==> src/rtl/urx_pkg.sv <==
package urx_pkg;

   localparam int MAXW = 9;

   typedef enum logic [2:0] {
      PAR_NONE = 3'd0,
      PAR_ODD  = 3'd1,
      PAR_EVEN = 3'd2,
      PAR_ONE  = 3'd3,
      PAR_ZERO = 3'd4
   } par_mode_e;

   typedef enum logic [2:0] {
      ST_IDLE,
      ST_START,
      ST_DATA,
      ST_PAR,
      ST_STOP,
      ST_BRKW
   } rx_state_e;

endpackage

==> src/rtl/urx_sync.sv <==
module urx_sync #(
   parameter int STAGES = 2
) (
   input  logic clk,
   input  logic rst_n,
   input  logic d,
   output logic q
);
   logic [STAGES-1:0] sr;

   generate
      for (genvar g = 0; g < STAGES; g++) begin : g_stage
         if (g == 0) begin : g_first
            always_ff @(posedge clk or negedge rst_n) begin
               if (!rst_n) sr[0] <= 1'b1;
               else        sr[0] <= d;
            end
         end else begin : g_next
            always_ff @(posedge clk or negedge rst_n) begin
               if (!rst_n) sr[g] <= 1'b1;
               else        sr[g] <= sr[g-1];
            end
         end
      end
   endgenerate

   assign q = sr[STAGES-1];
endmodule

==> src/rtl/urx_parity.sv <==
module urx_parity
   import urx_pkg::*;
(
   input  logic [MAXW-1:0] data,
   input  par_mode_e       mode,
   output logic            exp_bit
);
   logic red;
   assign red = ^data;

   always_comb begin
      unique case (mode)
         PAR_ODD:  exp_bit = ~red;
         PAR_EVEN: exp_bit = red;
         PAR_ONE:  exp_bit = 1'b1;
         default:  exp_bit = 1'b0;
      endcase
   end
endmodule

==> src/rtl/urx_core.sv <==
module urx_core
   import urx_pkg::*;
#(
   parameter int OVS = 16
) (
   input  logic            clk,
   input  logic            rst_n,
   input  logic            os_en,
   input  logic            rx,
   input  logic            nine_bit,
   input  logic [1:0]      data_len,
   input  par_mode_e       pmode,
   input  logic            par_exp,
   output logic [MAXW-1:0] shreg_o,
   output logic            wr_stb,
   output logic [MAXW-1:0] wr_data,
   output logic            err_par,
   output logic            err_frm,
   output logic            err_brk
);
   localparam int          CW      = $clog2(OVS);
   localparam logic [CW-1:0] HALF_M1 = CW'(OVS / 2 - 1);
   localparam logic [CW-1:0] LAST    = CW'(OVS - 1);

   rx_state_e       st;
   logic [CW-1:0]   cnt;
   logic [3:0]      bidx;
   logic [MAXW-1:0] shreg;
   logic            allz;
   logic            par_bit;

   logic [3:0] last_idx;
   logic       par_en;
   logic       par_bad;

   assign last_idx = nine_bit ? 4'd8 : ({2'b00, data_len} + 4'd4);
   assign par_en   = !nine_bit &&
                     (pmode == PAR_ODD || pmode == PAR_EVEN ||
                      pmode == PAR_ONE || pmode == PAR_ZERO);
   assign par_bad  = par_en && (par_bit != par_exp);
   assign shreg_o  = shreg;

   always_ff @(posedge clk or negedge rst_n) begin
      if (!rst_n) begin
         st      <= ST_IDLE;
         cnt     <= '0;
         bidx    <= '0;
         shreg   <= '0;
         allz    <= 1'b0;
         par_bit <= 1'b0;
         wr_stb  <= 1'b0;
         wr_data <= '0;
         err_par <= 1'b0;
         err_frm <= 1'b0;
         err_brk <= 1'b0;
      end else begin
         wr_stb <= 1'b0;
         if (os_en) begin
            unique case (st)
               ST_IDLE: begin
                  if (!rx) begin
                     st  <= ST_START;
                     cnt <= CW'(1);
                  end
               end
               ST_START: begin
                  if (cnt == HALF_M1) begin
                     cnt <= '0;
                     if (!rx) begin
                        st      <= ST_DATA;
                        bidx    <= '0;
                        shreg   <= '0;
                        allz    <= 1'b1;
                        par_bit <= 1'b0;
                     end else begin
                        st <= ST_IDLE;
                     end
                  end else begin
                     cnt <= cnt + 1'b1;
                  end
               end
               ST_DATA, ST_PAR, ST_STOP: begin
                  if (cnt != LAST) begin
                     cnt <= cnt + 1'b1;
                  end else begin
                     cnt <= '0;
                     if (st == ST_DATA) begin
                        shreg[bidx] <= rx;
                        allz        <= allz & !rx;
                        if (bidx == last_idx) st <= par_en ? ST_PAR : ST_STOP;
                        else                  bidx <= bidx + 1'b1;
                     end else if (st == ST_PAR) begin
                        par_bit <= rx;
                        allz    <= allz & !rx;
                        st      <= ST_STOP;
                     end else begin
                        wr_stb <= 1'b1;
                        if (rx) begin
                           wr_data <= shreg;
                           err_par <= par_bad;
                           err_frm <= 1'b0;
                           err_brk <= 1'b0;
                           st      <= ST_IDLE;
                        end else if (allz) begin
                           wr_data <= '0;
                           err_par <= 1'b0;
                           err_frm <= 1'b0;
                           err_brk <= 1'b1;
                           st      <= ST_BRKW;
                        end else begin
                           wr_data <= shreg;
                           err_par <= par_bad;
                           err_frm <= 1'b1;
                           err_brk <= 1'b0;
                           st      <= ST_DATA;
                           bidx    <= '0;
                           shreg   <= '0;
                           allz    <= 1'b1;
                           par_bit <= 1'b0;
                        end
                     end
                  end
               end
               ST_BRKW: begin
                  if (rx) st <= ST_IDLE;
               end
               default: st <= ST_IDLE;
            endcase
         end
      end
   end
endmodule

==> src/rtl/uart_brk_rx.sv <==
module uart_brk_rx
   import urx_pkg::*;
#(
   parameter int OVS         = 16,
   parameter int SYNC_STAGES = 2
) (
   input  logic            clk,
   input  logic            rst_n,
   input  logic            os_en,
   input  logic            rx_in,
   input  logic            nine_bit_mode,
   input  logic [1:0]      data_len,
   input  logic [2:0]      par_mode,
   output logic            wr_stb,
   output logic [MAXW-1:0] wr_data,
   output logic            err_par,
   output logic            err_frm,
   output logic            err_brk
);
   generate
      if (OVS < 4 || (OVS % 2) != 0) begin : g_bad_ovs
         $error("uart_brk_rx: OVS must be even and at least 4");
      end
      if (SYNC_STAGES < 2) begin : g_bad_sync
         $error("uart_brk_rx: SYNC_STAGES must be at least 2");
      end
   endgenerate

   logic            rx_s;
   logic            par_exp;
   logic [MAXW-1:0] shreg;
   par_mode_e       pmode;

   assign pmode = par_mode_e'(par_mode);

   urx_sync #(.STAGES(SYNC_STAGES)) sync_i (
      .clk   (clk),
      .rst_n (rst_n),
      .d     (rx_in),
      .q     (rx_s)
   );

   urx_parity par_i (
      .data    (shreg),
      .mode    (pmode),
      .exp_bit (par_exp)
   );

   urx_core #(.OVS(OVS)) core_i (
      .clk      (clk),
      .rst_n    (rst_n),
      .os_en    (os_en),
      .rx       (rx_s),
      .nine_bit (nine_bit_mode),
      .data_len (data_len),
      .pmode    (pmode),
      .par_exp  (par_exp),
      .shreg_o  (shreg),
      .wr_stb   (wr_stb),
      .wr_data  (wr_data),
      .err_par  (err_par),
      .err_frm  (err_frm),
      .err_brk  (err_brk)
   );
endmodule

==> config.mk <==
export PLATFORM = sky130hd
export DESIGN_NAME = uart_brk_rx
export DESIGN_NICKNAME = d
export VERILOG_FILES = /design/src/rtl/urx_pkg.sv /design/src/rtl/urx_sync.sv /design/src/rtl/urx_parity.sv /design/src/rtl/urx_core.sv /design/src/rtl/uart_brk_rx.sv
export SDC_FILE = /design/constraint.sdc
export NUM_CORES = 1
export LEC_CHECK = 0
export BUFFER_PORTS_ARGS = -buffer_cell sky130_fd_sc_hd__buf_2
export CAP_MARGIN = 20
export CORE_MARGIN = 2
export CORE_UTILIZATION = 44
export DETAILED_ROUTE_END_ITERATION = 16
export PLACE_DENSITY = 0.65
export SLEW_MARGIN = 20
export SYNTH_ARGS = -nofsm -noshare
export SYNTH_HDL_FRONTEND = slang
export SYNTH_SLANG_ARGS = --single-unit
==> constraint.sdc <==
create_clock -name clk -period 2.4 [get_ports clk]
set_clock_uncertainty 0.15 [all_clocks]
set_input_delay 0.48 -clock clk [delete_from_list [all_inputs] [get_ports clk]]
set_output_delay 0.48 -clock clk [all_outputs]
set_load 0.01 [all_outputs]
# Word level (Yosys, flattened, before mapping)
# Index checks and enable logic that the tools add are counted.
[op_classes]
add_sub_neg = 3
multipliers = 0
div = 0
magnitude_cmp = 2
eq_ne = 26
shift = 0
n_mux = 65
n_bitwise = 5
reduce_logical = 20
[ops]
columns = ["cell", "n"]
rows = [
  ["$mux 9", 9],
  ["$mux 4", 12],
  ["$mux 3", 10],
  ["$mux 1", 24],
  ["$pmux 9 s2", 1],
  ["$reduce_and 8->1", 2],
  ["$eq 3x2->1 const B", 4],
  ["$ne 3x3->1 const B", 4],
  ["$pmux 3 s4", 1],
  ["$pmux 4 s3", 1],
  ["$ne 2x2->1 const B", 5],
  ["$bwmux 9", 1],
  ["$eq 3x3->1 const B", 3],
  ["$ne 3x2->1 const B", 3],
  ["$reduce_and 9->1", 1],
  ["$reduce_xor 9->1", 1],
  ["$add 4x1->4 const B", 2],
  ["$pmux 4 s2", 1],
  ["$eq 3x1->1 const B", 2],
  ["$reduce_and 6->1", 1],
  ["$lt 4x5->1 const B", 1],
  ["$reduce_and 5->1", 1],
  ["$add 2x3->4 const B", 1],
  ["$demux 1 s4", 1],
  ["20 further kinds", 29],
]
[word_totals]
register_bits = 37
latch_bits = 0
ram_bits = 0
mem_bits_ro = 0
inputBits = 10
elab_cells = 134
n_memories = 0

# Longest topological paths before layout
[logic_depth]
depth_word = 10
mapped_depth = 8
ltp_nobuf = 7

# Cells and area by module
# From an unflattened synthesis, not the netlist that was laid out.
[unflattened]
hier_cells = 257
area_unflattened_um2 = 2270.9
[modules_own_cells]
columns = ["mod", "instances", "cells_each", "area_per_inst_um2", "seq_area_each_um2"]
rows = [
  ["urx_core", 1, 240, 2068.2, 875.8],
  ["urx_parity", 1, 15, 150.1, 0.0],
  ["urx_sync", 1, 2, 52.6, 52.6],
]

# Worst setup path before layout
# No wires, ideal clock.
[synth_timing]
kind = "register to register"
start = "reg core_i.cnt[0]"
end = "reg core_i.bidx[3]"
t_arrival_ps = 1797
slack_ps = 324
stages_incl_launch_ff = 9
path_buffers = 1
synth_period_minus_slack_ps = 2076
cell_sequence = "dfrtp_1 ha_1 nand2_2 o21a_1 o311ai_4 o2111ai_1 clkbuf_2 o21ai_1 o41ai_2"
[synth_between]
elab_chain_len = 3
[synth_lines]
columns = ["item", "line", "rtl"]
rows = [
  ["from (decl)", "urx_core.sv:26", "logic [CW-1:0] cnt;"],
  ["from (signal assigned)", "urx_core.sv:79", "cnt <= cnt + 1'b1;"],
  ["from (signal assigned)", "urx_core.sv:84", "cnt <= cnt + 1'b1;"],
  ["$ne 4x4->1 or $eq 4x3->1 (tied branches)", "urx_core.sv:83, urx_core.sv:67", ""],
  ["$ne 2x2->1 (no line) or $ne 2x1->1 (tied branches)", "--", ""],
  ["$reduce_and 9->1 (no line) *", "--", ""],
  ["to (signal assigned)", "urx_core.sv:91", "else bidx <= bidx + 1'b1;"],
  ["to (decl)", "urx_core.sv:27", "logic [3:0] bidx;"],
]
# Every way passes the cells marked *; elsewhere a longest branch is shown, timed or not.
# A chain may end at the register's enable or synchronous reset.

# Final worst setup path
[layout_timing]
start = "reg core_i.cnt[0]"
end = "reg core_i.shreg[6], in the netlist core_i.shreg_o[6]"
[layout_between]
elab_chain_len = 3
[layout_lines]
columns = ["item", "line", "rtl"]
rows = [
  ["$ne 4x4->1 or $eq 4x3->1 (tied branches)", "urx_core.sv:83, urx_core.sv:67", ""],
  ["$ne 2x2->1 (no line) or $ne 2x1->1 (tied branches)", "--", ""],
  ["$reduce_and 8->1 (no line) *", "--", ""],
  ["to (signal, indexed assignment)", "urx_core.sv:88", "shreg[bidx] <= rx;"],
  ["to (decl)", "urx_core.sv:28", "logic [MAXW-1:0] shreg;"],
]
# Marks and branches as above.

==> impl.org <==
** Synth
- Number of warnings reported in the yosys synthesis log :: 0
- Multiplexer cells account for 0.469% of the synthesized area.
- Cell types with the largest area share after synthesis :: dfrtp_1 (41%), o21ai_0 (8.0%), nand2_1 (5.8%)
- In the synthesized netlist the async set-or-reset flop fraction comes to 100%.
- For this run, the register share of the synthesized area comes to 43.5%.
- After synthesis, the netlist uses 51 different library cells.
- The synthesized netlist devotes 17.9% of its cell area to simple gates.
- The synthesized netlist devotes 25.2% of its cell area to compound gates.
- Average instance area after synthesis :: ~9 um2
- Post-synthesis register bit count :: 37
- The synthesized design contains 0 enable-type register cells.
- The number of nets handed over by synthesis was 255.
- Synthesized instance count :: 240
- Most area-hungry cell type in the Yosys netlist :: dfrtp_1
- Post-synthesis share of cell area spent on xor and xnor gates :: under 10%
- Combinational family with the most area after synthesis :: compound AO/OA/AOI/OAI gates
- Post-synth design cell area :: 2130 um2
- Among all flip-flop cells after synthesis, the most frequent one is dfrtp_1.
- Adder-cell area share of the yosys netlist :: 2.93%
- Top cell type's share of synthesized area :: 41.1%

** STA
- Normalized max-slew margin :: 45.2%
- The final max-slew violation count is 0.
- For the finished layout, the period the worst path requires is between 2 and 2.5 ns.
- Final worst-path cycle share :: between 80 and 90%
- Setup TNS :: 0 ns
- Setup violations remaining at the end of the flow were counted as 0.
- Total count of hold-check failures in the final report :: 0
- At the pin with the least slew margin, the transition time is 0.823 ns.
- Setup repair after global routing missed its margin :: false
- Max frequency :: 0.464 GHz

** Die
- The initial utilization of the core area, before any placement, comes to 45.5%.
- Die span in x :: 73.6 um
- The die is 73.6 um tall.
- Count of boundary I/O pins :: 23
- The die covers 5420 um2.
- Core outline area :: roughly 4700 um2
- Placement row count :: 25

** Critical path
- On the critical path the largest part of the delay comes from compound AO/OA/AOI/OAI gates.
- Together, buffers and inverters on the worst path number 0.
- STA puts the critical path data arrival time at 2.21 ns.
- The slowest stage of the critical path is the dfrtp_1 cell.
- Critical setup path kind :: flop to flop
- Counting buffers and inverters, the worst setup path is 7 cells deep.
- Crit-path cells :: ha_1 -> nand2_2 -> o21a_1 -> o311ai_4 -> o2111a_2 -> nand4_1 -> o21ai_0
- Worst-path fanout max :: 5
- The worst setup path is captured at a flop.
- Data required time at the worst endpoint :: 2.46 ns
- Cell count of the worst reg-to-reg path :: 7
- Kind of launch point of the worst setup path :: flop
- Largest stage delay on the critical path :: 0.39 ns

** Routing
- The first TritonRoute pass finished after 4 iterations.
- After detailed routing, the average wire length per cell comes to around 14 um.
- Routed vias/inst :: between 5 and 6
- For this block, the routed nets add up to 4.54 mm of wire.
- The count of nets left with antenna violations once routing finished came out at 0.
- Across all layers, the routed design uses 1745 vias.
- DRC violation count after routing :: 0
- Number of violations reported at the end of detailed-routing iteration 0 :: 102

** Power
- Peak supply drop :: 292 uV
- Pwr/cell area :: 745 nW/um2
- Leakage power summed over all cells :: 0.00112 uW

** Placement
- Routability congestion estimate :: 0.855
- Cell area after placement :: 2300 um2
- During placement, the flow inserted port buffers numbering 22.
- Detailed placer's ending HPWL :: 3.19 mm

** Clocking
- # hold bufs at CTS :: 0
- The clock tree synthesis step divided the H-tree into 2 levels.
- Maximum root-to-sink buffer count :: 2
- TritonCTS built the clock tree.
- The tree is rooted in a clkbuf_8.
- In this run, CTS created clock tree buffers numbering 5.
- Buffers added to address setup during post-CTS repair amount to 0.
- For the worst-skew pair, the clock arrives at the later sink with an insertion delay of 0.29 ns.
- Clock tree synthesis found a total of 37 sinks.
- After clock tree synthesis, the clock-pin slew on the worst setup and hold paths is 0.08 ns.

** Final layout
- Layout Cell Area excl Fill :: about 2400 um2
- Area added between synthesis and finish :: 14.3%
- For this run, the post-layout net count is 277.
- Fraction of final layout cells sized beyond drive strength 1 :: 18.3%
- Number of antenna cells inserted :: 0

** GRT
- Maximum number of pins on one net before global-route repair :: 38
- The first global-routing pass estimated 7.76 mm of wire.
- The initial antenna violation count is 0.
- For this run, the total global-route usage over all layers was measured as a little under a fifth.
- The number of global-route vias before repair came to 1602.
- Total overflow reported by the global router :: 0

** Flow run
- Number of maximum-capacitance violations :: 0

** Min path
- In this run the worst hold path is classified as primary input to flop.
- Counting instances, the worst hold path has a depth of 1.

** Run status
- Status :: complete, no violations
## layout make-up
type	instances	area, um2
clock inverters	3	65.1
repair buffers	27	148
clock buffers	5	68.8
fillers	449	2250
multi-input cells	180	1120
well taps	54	67.6
inverters	11	41.3
flip-flops and latches	37	928
## through the flow
| step | hold slack [ns] | util, % | setup WS, ns | total power (uW) | std cells |
|---|---|---|---|---|---|
| 2_1_floorplan | 0.0344 | - | 0.324 | 1070 | 240 |
| 3_3_place_gp | 0.196 | 49.0 | 0.353 | 1180 | 309 |
| 3_5_place_dp | 0.198 | 49.0 | 0.302 | 1180 | 309 |
| 4_1_cts | 0.124 | 51.8 | 0.274 | 1830 | 317 |
| 5_1_grt | 0.117 | 52.0 | 0.0101 | 1930 | 317 |
| 6_report | 0.130 | 52.0 | 0.245 | 1820 | 317 |
## placed cells by master, fill, tap and decap left out, types with 5 or more instances in the layout
master,netlist,layout
dfrtp_1,35,35
o21ai_0,34,34
nand2_1,33,33
buf_2,2,22
a21oi_1,20,20
nor2_1,15,15
inv_1,11,11
nand3_1,8,8
ha_1,5,5
clkbuf_8,0,5
buf_4,0,5
## cell usage after synthesis (3+ instances only)
master,n
xnor2_1,3
inv_1,11
a21oi_1,20
a31oi_1,3
ha_1,5
nand2_1,33
nand3_1,8
nor2_1,15
nand4_1,3
a21o_1,3
o21ai_0,34
dfrtp_1,35
clkbuf_1,8
xor2_1,3
nand2b_1,4
o211ai_1,3
nor2b_1,4
## worst paths after layout
check | to | slack [ns] | startpoint
worst max-delay path | core_i.shreg_o[6] | 0.25 | core_i.cnt[0]
worst min-delay path | sync_i.sr[0] | 0.13 | rx_in
worst max register to register | core_i.shreg_o[6] | 0.25 | core_i.cnt[0]
worst min register to register | sync_i.q | 0.21 | sync_i.sr[0]
max in group asynchronous | core_i.bidx[0] | 1.45 | rst_n
min in group asynchronous | core_i.allz | 0.14 | rst_n
## power by group
group          switching (uW)  internal [uW]
logic                     214            179
registers                93.9            687
clock network             228            413
## what timing repair did
action                                 CTS  global route
endpoints found under the hold margin    0             0
setup endpoints to repair                0             1
resized for setup                        0             1
## sequential cells by signal, indices dropped and copies added, names as in the netlist
name / flops
core_i.allz: 1
core_i.bidx: 4
core_i.cnt: 4
core_i.err_brk: 1
core_i.err_frm: 1
core_i.err_par: 1
core_i.par_bit: 1
core_i.shreg_o: 9
core_i.st: 3
core_i.wr_data: 9
core_i.wr_stb: 1
sync_i.q: 1
sync_i.sr: 1
## cells by family after synthesis
kind of cell	after synthesis
and+or+nand+nor	81
AOI/OAI and AO/OA	84
buffers and inverters	23
muxes	1
xor gates and xnor gates	9
DFF	37
adders and majority gates	5
## metal layers
layer,vias up,GRT usage (%),part of all wire [%]
met1,792,26.5,49
met2,51,26.8,45
met4,0,8.08,1.9
met5,-,0,0
met3,9,3.29,4.9
li1,893,-,-
Power figures use the tool's default switching activity.
